<file path="config.mk">
export PLATFORM = sky130hd
export DESIGN_NAME = uart_tx_cts
export DESIGN_NICKNAME = d
export VERILOG_FILES = /design/src/rtl/uart_tx_pkg.sv /design/src/rtl/uart_tx_fifo.sv /design/src/rtl/uart_tx_bittimer.sv /design/src/rtl/uart_tx_serializer.sv /design/src/rtl/uart_tx_cts.sv
export SDC_FILE = /design/constraint.sdc
export NUM_CORES = 1
export LEC_CHECK = 0
export ABC_AREA = 1
export CAP_MARGIN = 20
export CORE_MARGIN = 2
export CORE_UTILIZATION = 42
export DETAILED_ROUTE_END_ITERATION = 10
export DONT_BUFFER_PORTS = 1
export GPL_ROUTABILITY_DRIVEN = 1
export SYNTH_ARGS = -nofsm -noshare
export SYNTH_HDL_FRONTEND = slang
export SYNTH_SLANG_ARGS = --single-unit
</file>
<file path="constraint.sdc">
create_clock -name clk -period 3.5 [get_ports clk]
set_input_delay 0.7 -clock clk [delete_from_list [all_inputs] [get_ports clk]]
set_output_delay 0.7 -clock clk [all_outputs]
set_load 0.01 [all_outputs]
</file>
<file path="src/rtl/uart_tx_pkg.sv">
package uart_tx_pkg;

  localparam int FRAME_W = 12;

  typedef struct packed {
    logic seven;
    logic par_en;
    logic two_stop;
  } fmt_t;

  // bit count of a whole character: start + data + parity + stop
  function automatic logic [3:0] frame_len(fmt_t f);
    frame_len = 4'd10 - {3'b0, f.seven} + {3'b0, f.par_en} + {3'b0, f.two_stop};
  endfunction

  // even parity over the data bits that go on the line
  function automatic logic even_par(logic [7:0] d, logic seven);
    even_par = seven ? ^d[6:0] : ^d;
  endfunction

  // line image, bit 0 first; unused upper positions are stop level
  function automatic logic [FRAME_W-1:0] build_frame(logic [7:0] d, fmt_t f);
    logic [FRAME_W-1:0] v;
    v    = '1;
    v[0] = 1'b0;
    if (f.seven) begin
      v[7:1] = d[6:0];
      v[8]   = f.par_en ? even_par(d, 1'b1) : 1'b1;
    end else begin
      v[8:1] = d;
      v[9]   = f.par_en ? even_par(d, 1'b0) : 1'b1;
    end
    build_frame = v;
  endfunction

endpackage

</file>
<file path="src/rtl/uart_tx_fifo.sv">
module uart_tx_fifo #(
  parameter int DEPTH = 16,
  parameter int W     = 8,
  localparam int AW   = $clog2(DEPTH),
  localparam int CW   = $clog2(DEPTH + 1)
) (
  input  logic          clk,
  input  logic          rst_n,
  input  logic          push,
  input  logic [W-1:0]  wdata,
  input  logic          pop,
  output logic [W-1:0]  rdata,
  output logic [CW-1:0] count,
  output logic          empty,
  output logic          drop
);

  logic [W-1:0]  mem [DEPTH];
  logic [AW-1:0] wr_ptr, rd_ptr;
  logic          wr_ok, rd_ok;

  function automatic logic [AW-1:0] next_ptr(logic [AW-1:0] p);
    next_ptr = (p == AW'(DEPTH - 1)) ? '0 : p + 1'b1;
  endfunction

  // fullness is judged on the registered count, so a pop in the
  // same cycle does not make room for a push
  assign wr_ok = push && (count != CW'(DEPTH));
  assign rd_ok = pop && (count != '0);
  assign drop  = push && !wr_ok;
  assign empty = (count == '0);
  assign rdata = mem[rd_ptr];

  always_ff @(posedge clk) begin
    if (wr_ok) mem[wr_ptr] <= wdata;
  end

  always_ff @(posedge clk or negedge rst_n) begin
    if (!rst_n) begin
      wr_ptr <= '0;
      rd_ptr <= '0;
      count  <= '0;
    end else begin
      if (wr_ok) wr_ptr <= next_ptr(wr_ptr);
      if (rd_ok) rd_ptr <= next_ptr(rd_ptr);
      case ({wr_ok, rd_ok})
        2'b10:   count <= count + 1'b1;
        2'b01:   count <= count - 1'b1;
        default: count <= count;
      endcase
    end
  end

endmodule

</file>
<file path="src/rtl/uart_tx_bittimer.sv">
module uart_tx_bittimer #(
  parameter int OVS = 16,
  localparam int SW = $clog2(OVS)
) (
  input  logic clk,
  input  logic rst_n,
  input  logic run,
  input  logic tick,
  output logic bit_end
);

  logic [SW-1:0] sub;

  assign bit_end = run && tick && (sub == SW'(OVS - 1));

  always_ff @(posedge clk or negedge rst_n) begin
    if (!rst_n)      sub <= '0;
    else if (!run)   sub <= '0;
    else if (tick)   sub <= (sub == SW'(OVS - 1)) ? '0 : sub + 1'b1;
  end

endmodule

</file>
<file path="src/rtl/uart_tx_serializer.sv">
module uart_tx_serializer
  import uart_tx_pkg::*;
(
  input  logic       clk,
  input  logic       rst_n,
  input  logic       start_ok,
  input  logic [7:0] data,
  input  fmt_t       fmt,
  input  logic       bit_end,
  output logic       take,
  output logic       busy,
  output logic       txd
);

  logic [FRAME_W-1:0] sreg;
  logic [3:0]         left;

  assign take = !busy && start_ok;
  assign txd  = busy ? sreg[0] : 1'b1;

  always_ff @(posedge clk or negedge rst_n) begin
    if (!rst_n) begin
      busy <= 1'b0;
      sreg <= '1;
      left <= '0;
    end else if (take) begin
      busy <= 1'b1;
      sreg <= build_frame(data, fmt);
      left <= frame_len(fmt);
    end else if (busy && bit_end) begin
      sreg <= {1'b1, sreg[FRAME_W-1:1]};
      left <= left - 1'b1;
      if (left == 4'd1) busy <= 1'b0;
    end
  end

endmodule

</file>
<file path="src/rtl/uart_tx_cts.sv">
module uart_tx_cts
  import uart_tx_pkg::*;
#(
  parameter int DEPTH = 16,
  parameter int OVS   = 16,
  localparam int CW   = $clog2(DEPTH + 1)
) (
  input  logic          clk,
  input  logic          rst_n,
  input  logic          tick16,
  input  logic          push,
  input  logic [7:0]    wdata,
  input  logic          fmt_seven,
  input  logic          fmt_parity,
  input  logic          fmt_two_stop,
  input  logic          cts_n,
  output logic          txd,
  output logic          fifo_empty,
  output logic [CW-1:0] fifo_count,
  output logic          overflow
);

  logic       char_start;
  logic       busy;
  logic       bit_end;
  logic       push_drop;
  logic [7:0] head;
  fmt_t       fmt;

  assign fmt = '{seven: fmt_seven, par_en: fmt_parity, two_stop: fmt_two_stop};

  uart_tx_fifo #(.DEPTH(DEPTH), .W(8)) u_fifo (
    .clk   (clk),
    .rst_n (rst_n),
    .push  (push),
    .wdata (wdata),
    .pop   (char_start),
    .rdata (head),
    .count (fifo_count),
    .empty (fifo_empty),
    .drop  (push_drop)
  );

  uart_tx_bittimer #(.OVS(OVS)) u_timer (
    .clk     (clk),
    .rst_n   (rst_n),
    .run     (busy),
    .tick    (tick16),
    .bit_end (bit_end)
  );

  uart_tx_serializer u_ser (
    .clk      (clk),
    .rst_n    (rst_n),
    .start_ok (!fifo_empty && !cts_n),
    .data     (head),
    .fmt      (fmt),
    .bit_end  (bit_end),
    .take     (char_start),
    .busy     (busy),
    .txd      (txd)
  );

  always_ff @(posedge clk or negedge rst_n) begin
    if (!rst_n)         overflow <= 1'b0;
    else if (push_drop) overflow <= 1'b1;
  end

endmodule

</file>
-- After elaboration in Yosys (flattened, before gate mapping)
Memory sizes are Yosys's and may differ from the RTL's.
Index checks and enable logic that the tools add are counted.
- bits in read-only memories: 0
- memories: 1
- word-level logic and storage cells: 66
- bits in latches: 0
- bits in writable memories: 128
- register bits after elaboration: 35
- output and inout port bits: 8
- div/mod/pow operators: 0
- multiplexer cells: 20
- bitwise operators: 0
- order comparisons: 0
- shifts and indexed selects: 0
- add/subtract/negate cells: 9
- eq/ne operators: 8
- reduce and logical (&&, ||, !) cells: 20
- multipliers: 0
- memories (name ; words ; width ; read ports ; clocked after memory_dff ; write ports ; RTL line ; source):
    u_fifo.mem ; 16 ; 8 ; 1 ; 0 ; 1 ; uart_tx_fifo.sv:18 ; logic [W-1:0] mem [DEPTH];
- operator list (operator ; number):
    4-bit 2-to-1 mux ; 7
    12-bit 2-to-1 mux ; 2
    4-bit by 1-bit adder with 4-bit output (second input constant) ; 3
    4-bit == test (second input constant) ; 3
    5-bit one-hot mux with 2 select lines ; 1
    1-bit 2-to-1 mux ; 9
    4-bit by 1-bit adder with 4-bit output ; 2
    1-bit logical AND ; 8
    8-bit 2-to-1 mux ; 1
    8-bit XOR reduction ; 1
    7-bit XOR reduction ; 1
    2-bit nonzero test ; 3
    5-bit by 1-bit adder with 5-bit output (second input constant) ; 1
    5-bit zero test ; 1
    5-bit != test (second input constant) ; 1
    5-bit nonzero test ; 1
    5-bit by 1-bit subtractor with 5-bit output (second input constant) ; 1
    4-bit by 1-bit == test with 1-bit output (second input constant) ; 1
    1-bit zero test ; 4
    4-bit by 1-bit subtractor with 4-bit output (first input constant) ; 1
    4-bit by 1-bit subtractor with 4-bit output (second input constant) ; 1
    2-bit by 1-bit == test with 1-bit output (second input constant) ; 1
    2-bit == test (second input constant) ; 1
    2-bit != test (second input constant) ; 1
    2-bit AND reduction ; 1

-- Depth between registers and ports, before layout
Gate-level depths: netlist of run 1.
- depth after elaboration: 7
- mapped depth: 20
- mapped depth without buffers: 18

-- Cells and area by module
From an unflattened synthesis of run 1, not the netlist that was laid out.
- cells, all modules: 844
- area, all modules: 7688.6 um^2
- modules (own cells, without submodules) (module ; area each (um^2) ; instances ; seq. area each (um^2) ; cells an instance):
    uart_tx_fifo ; 6459.9 ; 1 ; 4169.0 ; 672
    uart_tx_serializer ; 973.4 ; 1 ; 387.9 ; 138
    uart_tx_bittimer ; 215.2 ; 1 ; 100.1 ; 29
    uart_tx_cts ; 40.0 ; 1 ; 25.0 ; 5

-- Worst setup path after synthesis of run 1
OpenSTA, ideal clock, no wires.
- path type: register -> register
- start point: register u_fifo.count[1]
- end point: register u_fifo.count[4]
- path slack: 806 ps
- path buffers: 1
- stages on the path, launching flop included: 17
- library setup time: 130 ps
- arrival time: 2564 ps
- cells stage by stage: dfrtp_1 > nor4_2 > inv_1 > nor2_2 > inv_1 > nand3_2 > inv_2 > clkbuf_1 > ha_1 > ha_1 > nand2_1 > nor2_1 > a211oi_1 > nand2_1 > nand2_1 > nor2_1 > xor2_1
- word-level cells in the longest chain between the ends: 7
- elaborated cells between the ends (all ways): 14
- classes of those cells: add/sub: 2; eq/ne: 3; mux: 1; reduce/logical: 8
- RTL lines (item ; RTL line ; source):
    start: declaration ; uart_tx_fifo.sv:13 ; output logic [CW-1:0] count,
    start signal: assignment ; uart_tx_fifo.sv:47 ; 2'b10: count <= count + 1'b1;
    start signal: assignment ; uart_tx_fifo.sv:48 ; 2'b01: count <= count - 1'b1;
    start signal: assignment ; uart_tx_fifo.sv:49 ; default: count <= count;
    5-bit zero test (*) ; uart_tx_fifo.sv:31 ; assign empty = (count == '0);
    named net fifo_empty ; uart_tx_cts.sv:18 ; output logic fifo_empty,
    1-bit zero test (*) ; uart_tx_cts.sv:55 ; .start_ok (!fifo_empty && !cts_n),
    1-bit logical AND (*) ; uart_tx_cts.sv:55 ;
    1-bit logical AND (*) ; uart_tx_serializer.sv:18 ; assign take = !busy && start_ok;
    1-bit logical AND (*) ; uart_tx_fifo.sv:29 ; assign rd_ok = pop && (count != '0);
    named net u_fifo.rd_ok ; uart_tx_fifo.sv:20 ; logic wr_ok, rd_ok;
    2-bit by 1-bit == test with 1-bit output or 2-bit == test (tied branches) ; uart_tx_fifo.sv:46 ; case ({wr_ok, rd_ok})
    5-bit one-hot mux with 2 select lines or 2-bit nonzero test (tied branches) ; -- ;
The timed path passes the listed nets; every way through them passes the cells marked *.
A chain may end at the register's enable or synchronous reset.

-- Worst setup path in the final report of run 1
- start point: register u_fifo.count[1]
- end point: register u_fifo.count[4]
- word-level cells in the longest chain between the ends: 7
- elaborated cells between the ends (all ways): 14
- classes of those cells: add/sub: 2; eq/ne: 3; mux: 1; reduce/logical: 8
- RTL lines (item ; RTL line):
    5-bit zero test (*) ; uart_tx_fifo.sv:31
    named net fifo_empty ; uart_tx_cts.sv:18
    1-bit zero test (*) ; uart_tx_cts.sv:55
    1-bit logical AND (*) ; uart_tx_cts.sv:55
    1-bit logical AND (*) ; uart_tx_serializer.sv:18
    1-bit logical AND (*) ; uart_tx_fifo.sv:29
    2-bit by 1-bit == test with 1-bit output or 2-bit == test (tied branches) ; uart_tx_fifo.sv:46
    5-bit one-hot mux with 2 select lines or 2-bit nonzero test (tied branches) ; --
Marked as above.

==> results.yml, run 1 <==
clock_tree:
  cts_tree: "built"
  clk_path_buf_depth: 2
  clock-root-buffer: "clkbuf_16"
  insertion_delay_ns: 0.43
  cts_resized: 0
  clock_sinks: 161
  cts.clk_slew.worst_paths_ns: 0.07
  h-tree-depth: 4
  cts_buffers: 17
power:
  switching_share: 0.403
  power_frac_clock: 0.255
  p_sw_mw: 2.82
  peakVddDrop_v: 0.000484
  seq_power_share: 0.382
  power_density_nw_per_um2: 851
  cellLeakagePower_nw: 3.49
  pwr-share-comb: 0.363
  internal-power_mw: 4.18
logic_synthesis:
  syn_inst: 767
  ys_seq_area_frac: 0.624
  synthArstFlopShare: 0.205
  synth_edf_count: 128
  synth_seq_cells: 161
  yosysWarnings: 0
  synth_cell_type_count: 38
  syn_avg_cell_area_um2: 9.78
  syn_nets: 799
  synth_area_um2: 7500
  ys.flop_type: "edfxtp_1"
global_routing:
  grt_pass1_vias: 4958
  grt_pass1_wl_mm: 26.0
  overflow: 0
  antenna_found_initial: 0
  grtUsageTotal: 0.185
  grt_max_degree: 62
timing:
  rsz0062_at_grt: "no"
  fin_skew_ns: 0.0115
  slew_violations: 0
  max_freq_mhz: 333
  max_slew.worst_pin.slew_ns: 0.860
  hold_viol_final: 0
  max-slew-margin-rel: 0.424
  setup-tns-final_ns: 0
  setup_viol: 0
  worst_slack_ns: 0.495
  period_minus_slack_ns: 3.00
  finalCritPeriodShare: 0.858
critical_path:
  path_delay_family: "simple AND/OR/NAND/NOR gates"
  cp.required_ns: 3.80
  crit_slowest_cell: "dfrtp_1"
  cp_cell_sequence: "nor4_2 -> inv_1 -> nor2_2 -> inv_1 -> nand3_2 -> inv_2 -> ha_1 -> ha_1 -> nand2_1 -> nor2_1 -> a211oi_1 -> nand2_1 -> nand2_1 -> nor2_1 -> xor2_1"
  cp_slowest_stage_delay_ns: 0.47
  cp-end-kind: "register"
  critical_path.most_common_cell: "nand2_1"
  critPathLaunchType: "register"
  crit_path_max_fanout: 15
  critPathBufInv: 3
  arrival_ns: 3.30
  path_class: "register to register"
finish:
  fin_util: 0.473
  fin_area_um2: 8220
  regArea_um2: 4680
  antenna_cells: 0
  drive_gt1_frac: 0.0811
  area_delta_synth_final_pct: 9.59
  fillCellCount: 1582
  multi_input_area_um2: 2220
  nets: 796
placed_design:
  portBuffers: 0
  place_area_um2: 7630
  dp_slack_ns: 0.494
  gp_congestion: 0.822
  place_hpwl_mm: 10.4
route:
  vias: 5089
  wl_per_cell_um: 16.0
  drt_iter0_markers: 329
  routed_wl_mm: 16.1
  drcViolationCount: 0
  drtAntennaViolNets: 0
  first_pass_iters: 5
  via_per_inst: 5.08
run:
  cap_violations: 0
die:
  start_util: 0.432
  placement_rows: 48
  ios: 24
  core_area_um2: 17400
  die_x_um: 138
  chipHeight_um: 138
  fp.dieArea_um2: 18900
min_path:
  worstHoldPathType: "input pin to asynchronous set/reset pin"
status:
  status: "finished clean"
worst register-to-register path: cells and delay by family, from the launching register on:
| family | cells | cell delay [ns] |
|---|---|---|
| compound gates | 1 | 0.23 |
| xor+xnor | 1 | 0.13 |
| fa+ha+maj | 2 | 0.64 |
| buf+inv | 3 | 0.37 |
| flops | 1 | 0.47 |
| simple gates | 8 | 1.01 |
flip-flops by register name (all words and copies together) (netlist names):
name           flops
overflow           1
u_timer.sub        4
u_fifo.count       5
u_ser.left         4
u_fifo.mem       128
u_fifo.rd_ptr      4
u_fifo.wr_ptr      4
u_ser.sreg        10
u_ser.busy         1
metrics by stage:
step,hold WS [ns],power [mW],cells
after CTS,0.0759,7.04,1002
after global routing,0.0723,7.52,1002
after detailed placement,0.405,5.26,969
after floorplan,0.404,4.69,767
after global placement,0.405,5.17,969
final,0.0779,7.00,1002
what timing repair did:
item / in CTS / in global routing
endpoints found under the hold margin: 23 / 0
setup buffers: 0 / 0
hold buffers: 1 / 0
worst paths after layout:
path	startpoint	endpoint	slack [ns]	depth (start not counted)
worst min register to register	u_ser.sreg[1]$_DFFE_PN1P_	u_ser.sreg[0]$_DFFE_PN1P_	0.50	2
worst max-delay path	u_fifo.count[1]$_DFFE_PN0P_	u_fifo.count[4]$_DFFE_PN0P_	0.50	15
min in group clk	wdata[3]	u_fifo.mem[5][3]$_DFFE_PP_	0.36	0
worst min-delay path	rst_n	u_timer.sub[2]$_DFFE_PN0P_	0.08	1
max in group asynchronous	rst_n	u_fifo.rd_ptr[0]$_DFFE_PN0P_	3.25	1
worst max register to register	u_fifo.count[1]$_DFFE_PN0P_	u_fifo.count[4]$_DFFE_PN0P_	0.50	15
cell usage after synthesis (5+ instances only):
| master | instances | share of area |
|---|---|---|
| ha_1 | 15 | 0.025 |
| o221ai_1 | 5 | 0.0058 |
| o21ai_0 | 31 | 0.021 |
| nand3_1 | 64 | 0.043 |
| a21oi_1 | 7 | 0.0047 |
| edfxtp_1 | 128 | 0.51 |
| buf_2 | 10 | 0.0067 |
| o21ai_1 | 13 | 0.0087 |
| buf_6 | 8 | 0.012 |
| nand2_1 | 211 | 0.11 |
| o211ai_1 | 5 | 0.0050 |
| inv_1 | 103 | 0.052 |
| dfstp_2 | 10 | 0.035 |
| xor2_1 | 5 | 0.0058 |
| dfrtp_1 | 23 | 0.077 |
| nor2_1 | 89 | 0.045 |
cell usage in the layout, fill, tap and decap left out, drive strengths merged:
master | synthesis | routed
nand2 | 213 | 213
edfxtp | 128 | 128
inv | 107 | 116
nor2 | 93 | 93
nand3 | 65 | 65
o21ai | 44 | 44
dfrtp | 23 | 23
clkbuf | 4 | 17
ha | 15 | 15
dfstp | 10 | 10
a21oi | 8 | 8
clkinv | 2 | 6
o211ai | 5 | 5
o221ai | 5 | 5
xor2 | 5 | 5
o22ai | 4 | 4
buf | 22 | 4
or2 | 2 | 2
xnor2 | 2 | 2
nor3 | 2 | 2
clkinvlp | 0 | 2
nor4 | 1 | 1
o21bai | 1 | 1
a31oi | 1 | 1
a22o | 1 | 1
a31o | 1 | 1
nor3b | 1 | 1
a211oi | 1 | 1
fa | 1 | 1
power by group through the flow:
stage          Sequential, mW  Combinational [mW]  Clock [mW]
2_1_floorplan            2.62                2.08           0
4_1_cts                  2.68                2.57        1.80
5_1_grt                  2.71                2.93        1.88
3_3_place_gp             2.70                2.47           0
3_5_place_dp             2.72                2.55           0
6_report                 2.68                2.54        1.78
logic make-up after synthesis:
group           share of synthesized area
simple gates                        0.206
flops                               0.624
buf+inv                            0.0796
compound gates                     0.0546
fa+ha+maj                          0.0277
xor+xnor                          0.00818
area by class of cell:
type                       instances  share of cell area
clock buffer                      17              0.0518
clock inverter                    15              0.0172
inverter                         109              0.0501
multi-input combinational        471               0.270
sequential                       161               0.570
tap                              225              0.0343
timing repair buffer               4             0.00670
metal layers:
layer / global-route usage / vias to the layer above / wire [um] / part of all wire
met1: 0.234 / 2478 / 7000 / 0.44
li1: - / 2490 / - / -
met4: 0.0659 / 0 / 348 / 0.022
met3: 0.0401 / 24 / 668 / 0.042
met5: 0 / - / 0 / 0
met2: 0.312 / 97 / 8060 / 0.50
No activity file was read; power rests on OpenSTA's default activity.
==> run 2, diff against run 1 <==
--- a/config.mk
+++ b/config.mk
@@ -12,6 +12,7 @@
 export DETAILED_ROUTE_END_ITERATION = 10
 export DONT_BUFFER_PORTS = 1
 export GPL_ROUTABILITY_DRIVEN = 1
+export PLACE_DENSITY_LB_ADDON = 0.25
 export SYNTH_ARGS = -nofsm -noshare
 export SYNTH_HDL_FRONTEND = slang
 export SYNTH_SLANG_ARGS = --single-unit
==> run 2 against run 1 <==
Against the previous run:
- die area is the same
- power increased by 0.65%
- sequential share of layout area is essentially flat
- clock skew is 0.0018 ns lower
- maximum frequency up 2.0%
- utilization about the same
- critical path type unchanged
- largest power group unchanged
- highest routed layer unchanged
==> results.yml, run 2 (same netlist as run 1, synthesis figures left out) <==
finish:
  final_cell_mix: "nand2_1 (211), edfxtp_1 (128), inv_1 (103)"
  reg_top3: "u_fifo.mem (128), u_ser.sreg (10), u_fifo.count (5)"
  antenna_cells: 0
  top_register: "u_fifo.mem"
  area_delta_synth_final_pct: 9.56
  fin_util: 0.473
  drive_gt1_frac: 0.0748
  largest_register_ffs: 128
  mostFrequentLayoutCell: "nand2_1"
  fin_area_um2: 8220
  nets: 796
die:
  ios: 24
  start_util: 0.432
  placement_rows: 48
  fp.dieArea_um2: 18900
  core_area_um2: 17400
  chipHeight_um: 138
  die_x_um: 138
timing:
  max_slew.worst_pin.slew_ns: 0.841
  hold_slack_ns: 0.0788
  max-slew-margin-rel: 0.437
  slew_violations: 0
  finalCritPeriodShare: 0.842
  period_minus_slack_ns: 2.95
  setup-tns-final_ns: 0
  rsz0062_at_grt: "no"
  max_freq_mhz: 339
  fin_skew_ns: 0.00972
  hold_viol_final: 0
  setup_viol: 0
clock_tree:
  cts_resized: 0
  cts.clk_slew.worst_paths_ns: 0.07
  clk_path_buf_depth: 2
  clock_sinks: 161
  cts_hold_buf: 1
  h-tree-depth: 4
  cts_tree: "built"
  clock-root-buffer: "clkbuf_16"
  insertion_delay_ns: 0.43
  post-cts-setup-buffers: 0
  cts_buffers: 17
global_routing:
  overflow: 0
  grt_max_degree: 61
  antenna_found_initial: 0
  grt_pass1_vias: 4963
  grtUsageTotal: 0.181
  grt_pass1_wl_mm: 25.7
critical_path:
  arrival_ns: 3.25
  path_class: "register to register"
  critPathLaunchType: "register"
  cp-end-kind: "register"
  r2r-end: "u_fifo.count[4]$_DFFE_PN0P_"
  r2r_start: "u_fifo.count[1]$_DFFE_PN0P_"
  critical_path.most_common_cell: "nand2_1"
  reg2reg_depth: 15
  critPathBufInv: 3
  critical_path_depth: 15
  path_delay_family: "simple AND/OR/NAND/NOR gates"
  crit_path_max_fanout: 15
  crit_slowest_cell: "dfrtp_1"
  r2r_slack_ns: 0.55
  cp_slowest_stage_delay_ns: 0.46
  cp.required_ns: 3.81
  cp_cell_sequence: "nor4_2 -> inv_1 -> nor2_2 -> inv_1 -> nand3_2 -> inv_2 -> ha_1 -> ha_1 -> nand2_1 -> nor2_1 -> a211oi_1 -> nand2_1 -> nand2_1 -> nor2_1 -> xor2_1"
route:
  drcViolationCount: 0
  drtAntennaViolNets: 0
  first_pass_iters: 5
  routed_wl_mm: 16.0
  wl_per_cell_um: 16.0
  drt_iter0_markers: 343
  via_per_inst: 5.06
  vias: 5062
status:
  status: "finished clean"
power:
  total_power_mw: 7.04
  cellLeakagePower_nw: 3.48
  power_density_nw_per_um2: 857
  peakVddDrop_v: 0.000521
run:
  cap_violations: 0
placed_design:
  place_area_um2: 7630
  gp_congestion: 0.859
  place_hpwl_mm: 10.3
  portBuffers: 0
min_path:
  worstHoldPathType: "input pin to asynchronous set/reset pin"
run 2: layer usage:
metal	up-vias	GRT usage	wire, um
met5	-	0	0
met4	0	0.0590	243
li1	2492	-	-
met3	20	0.0438	885
met2	134	0.297	7650
met1	2416	0.237	7180
run 2: final cells by class:
class | count | area [um2]
Clock buffer | 18 | 429
Inverter | 109 | 412
Fill cell | 1573 | 9140
Clock inverter | 12 | 135
Timing Repair Buffer | 4 | 55.1
Sequential cell | 161 | 4680
Multi-Input combinational cell | 471 | 2220
Tap cell | 225 | 282
run 2: stage by stage:
step | worst slack (ns) | instances
2_1_floorplan | 0.806 | 767
3_3_place_gp | 0.579 | 969
3_5_place_dp | 0.534 | 969
4_1_cts | 0.535 | 1000
5_1_grt | 0.205 | 1000
6_report | 0.554 | 1000
run 2: power by group:
group / switching (mW) / total, mW / internal, mW
Sequential: 0.271 / 2.70 / 2.43
Combinational: 1.72 / 2.53 / 0.806
Clock: 0.766 / 1.81 / 1.05
Total: 2.76 / 7.04 / 4.28
run 2: worst max path at each step:
| stage | start | end | slack [ns] |
|---|---|---|---|
| after floorplan | u_fifo.count[1]$_DFFE_PN0P_ | u_fifo.count[4]$_DFFE_PN0P_ | 0.81 |
| after global placement | u_fifo.count[1]$_DFFE_PN0P_ | u_fifo.count[4]$_DFFE_PN0P_ | 0.58 |
| after detailed placement | u_fifo.count[1]$_DFFE_PN0P_ | u_fifo.count[4]$_DFFE_PN0P_ | 0.53 |
| after CTS | u_fifo.count[1]$_DFFE_PN0P_ | u_fifo.count[4]$_DFFE_PN0P_ | 0.53 |
| after global routing | u_fifo.count[1]$_DFFE_PN0P_ | u_fifo.count[4]$_DFFE_PN0P_ | 0.21 |
| final | u_fifo.count[1]$_DFFE_PN0P_ | u_fifo.count[4]$_DFFE_PN0P_ | 0.55 |
==> run 3, diff against run 2 <==
==> constraint.sdc (replaced) <==
create_clock -name clk -period 2.6 [get_ports clk]
set_input_delay 0.52 -clock clk [delete_from_list [all_inputs] [get_ports clk]]
set_output_delay 0.52 -clock clk [all_outputs]
set_load 0.01 [all_outputs]
==> run 3 against run 2 <==
Against the previous run:
- critical path depth shrank 6
- largest power group is now combinational logic
- clock skew decreased by 0.0012 ns
- combinational power up 43%
- maximum frequency rose by 22%
- via count shrank 1.0%
- sequential power is 32% higher
==> results.yml, run 3 (same netlist as run 1, synthesis figures left out) <==
finish:
  fillCellCount: 1567
  drive_gt1_frac: 0.0987
  largest_register_ffs: 128
  nets: 809
  mostFrequentLayoutCell: "nand2_1"
  final_cells: 1015
  area_delta_synth_final_pct: 11.4
  antenna_cells: 0
  reg_top3: "u_fifo.mem (128), u_ser.sreg (10), u_fifo.count (5)"
  top_register: "u_fifo.mem"
  final_cell_mix: "nand2_1 (211), edfxtp_1 (128), inv_1 (103)"
critical_path:
  crit_slowest_cell: "nor2_1"
  critical_path.most_common_cell: "inv_1"
  r2r-end: "u_fifo.mem[1][6]$_DFFE_PP_"
  path_delay_family: "simple AND/OR/NAND/NOR gates"
  cp_slowest_stage_delay_ns: 0.69
  cp_cell_sequence: "nor4_4 -> inv_1 -> nor2_1 -> inv_1 -> nand2_1 -> buf_4 -> inv_1 -> nand2_1 -> nor2_1"
  path_class: "register to register"
  crit_path_max_fanout: 8
  critPathLaunchType: "register"
  cp-end-kind: "register"
  startpoint: "u_fifo.count[3]$_DFFE_PN0P_"
  r2r_slack_ns: 0.19
  arrival_ns: 2.45
  reg2reg_depth: 9
  r2r_start: "u_fifo.count[3]$_DFFE_PN0P_"
  cp.required_ns: 2.64
  critPathBufInv: 4
timing:
  period_minus_slack_ns: 2.41
  max_slew.worst_pin.slew_ns: 0.860
  rsz0062_at_grt: "no"
  hold_viol_final: 0
  slew_violations: 0
  max_freq_mhz: 416
  max-slew-margin-rel: 0.424
  fin_skew_ns: 0.00851
  finalCritPeriodShare: 0.925
  setup_viol: 0
  setup-tns-final_ns: 0
clock_tree:
  cts_tree: "built"
  insertion_delay_ns: 0.42
  clock-root-buffer: "clkbuf_16"
  cts_buffers: 17
  h-tree-depth: 4
  clk_path_buf_depth: 2
  cts.clk_slew.worst_paths_ns: 0.07
  post-cts-setup-buffers: 0
  clock_sinks: 161
placed_design:
  gp_congestion: 0.859
  portBuffers: 0
  place_hpwl_mm: 10.7
  dp.cells: 981
global_routing:
  use_met2: 0.303
  overflow: 0
  antenna_found_initial: 0
  top_usage_layer: "met2"
  grt_pass1_wl_mm: 26.2
  grt_pass1_vias: 5034
  grt_max_degree: 43
  gr-usage-met3: 0.0383
  grt_use_met1: 0.245
  grtUsageTotal: 0.186
min_path:
  hold_start: "wdata[2]"
  worstHoldPathType: "input pin to register"
  worstHoldPathCells: 0
  holdPathEnd: "u_fifo.mem[10][2]$_DFFE_PP_"
die:
  ios: 24
  chipHeight_um: 138
  fp.dieArea_um2: 18900
  core_area_um2: 17400
  die_x_um: 138
  placement_rows: 48
  start_util: 0.432
run:
  cap_violations: 0
power:
  total_power_mw: 9.51
  peakVddDrop_v: 0.000569
  cellLeakagePower_nw: 3.54
  power_density_nw_per_um2: 1140
status:
  status: "finished clean"
route:
  drtAntennaViolNets: 0
  routed_wl_mm: 16.1
  vias: 5009
  wl_per_cell_um: 15.9
  drcViolationCount: 0
  via_per_inst: 4.93
  first_pass_iters: 4
  drt_iter0_markers: 414
==> run 3: worst register-to-register path: cells and delay by family (launching register included) <==
kind	cells	cell delay [ns]
DFF	1	0.47
buffers and inverters	4	0.48
and+or+nand+nor	5	1.08
==> run 3: report_power, final <==
| part | internal (mW) | total (mW) | switching, mW |
|---|---|---|---|
| registers | 3.27 | 3.57 | 0.299 |
| logic | 1.19 | 3.62 | 2.43 |
| clock network | 1.25 | 2.32 | 1.07 |
| total | 5.72 | 9.51 | 3.80 |
==> run 3: worst max-delay path by stage <==
stage | endpoint | slack [ns] | depth (start not counted)
final | u_fifo.mem[1][6]$_DFFE_PP_ | 0.19 | 9
after global routing | u_ser.sreg[8]$_DFFE_PN1P_ | 0.02 | 14
after CTS | u_fifo.count[4]$_DFFE_PN0P_ | 0.10 | 15
after detailed placement | u_fifo.count[4]$_DFFE_PN0P_ | 0.12 | 15
after global placement | u_fifo.count[4]$_DFFE_PN0P_ | 0.17 | 15
after floorplan | u_fifo.count[4]$_DFFE_PN0P_ | 0.01 | 16
==> run 3: area by class of cell <==
type / count / area [um2] / share of cell area
clock buffer: 18 / 429 / 0.0514
clock inverter: 14 / 129 / 0.0154
inverter: 109 / 412 / 0.0493
multi-input combinational: 471 / 2260 / 0.271
sequential: 161 / 4680 / 0.561
tap: 225 / 282 / 0.0337
timing repair buffer: 17 / 155 / 0.0186
==> run 3: layer usage <==
| metal | share of wire | wire [um] |
|---|---|---|
| met4 | 0.017 | 281 |
| met2 | 0.49 | 7830 |
| met5 | 0 | 0 |
| met3 | 0.036 | 585 |
| met1 | 0.46 | 7390 |
==> run 3: metrics by stage <==
stage	setup slack, ns	hold slack, ns	cell area (um2)	util
CTS	0.101	0.172	8320	0.479
global route	0.0195	0.170	8350	0.481
finish	0.194	0.191	8350	0.481
global placement	0.171	0.225	7730	0.445
floorplan	0.0109	0.224	7510	-
detailed placement	0.121	0.226	7730	0.445
==> run 3: what timing repair did <==
| item | CTS | global route |
|---|---|---|
| hold endpoints to repair | 33 | 0 |
| gates resized for setup | 0 | 5 |
| hold buffers | 2 | 0 |
| endpoints found under the setup margin | 0 | 1 |
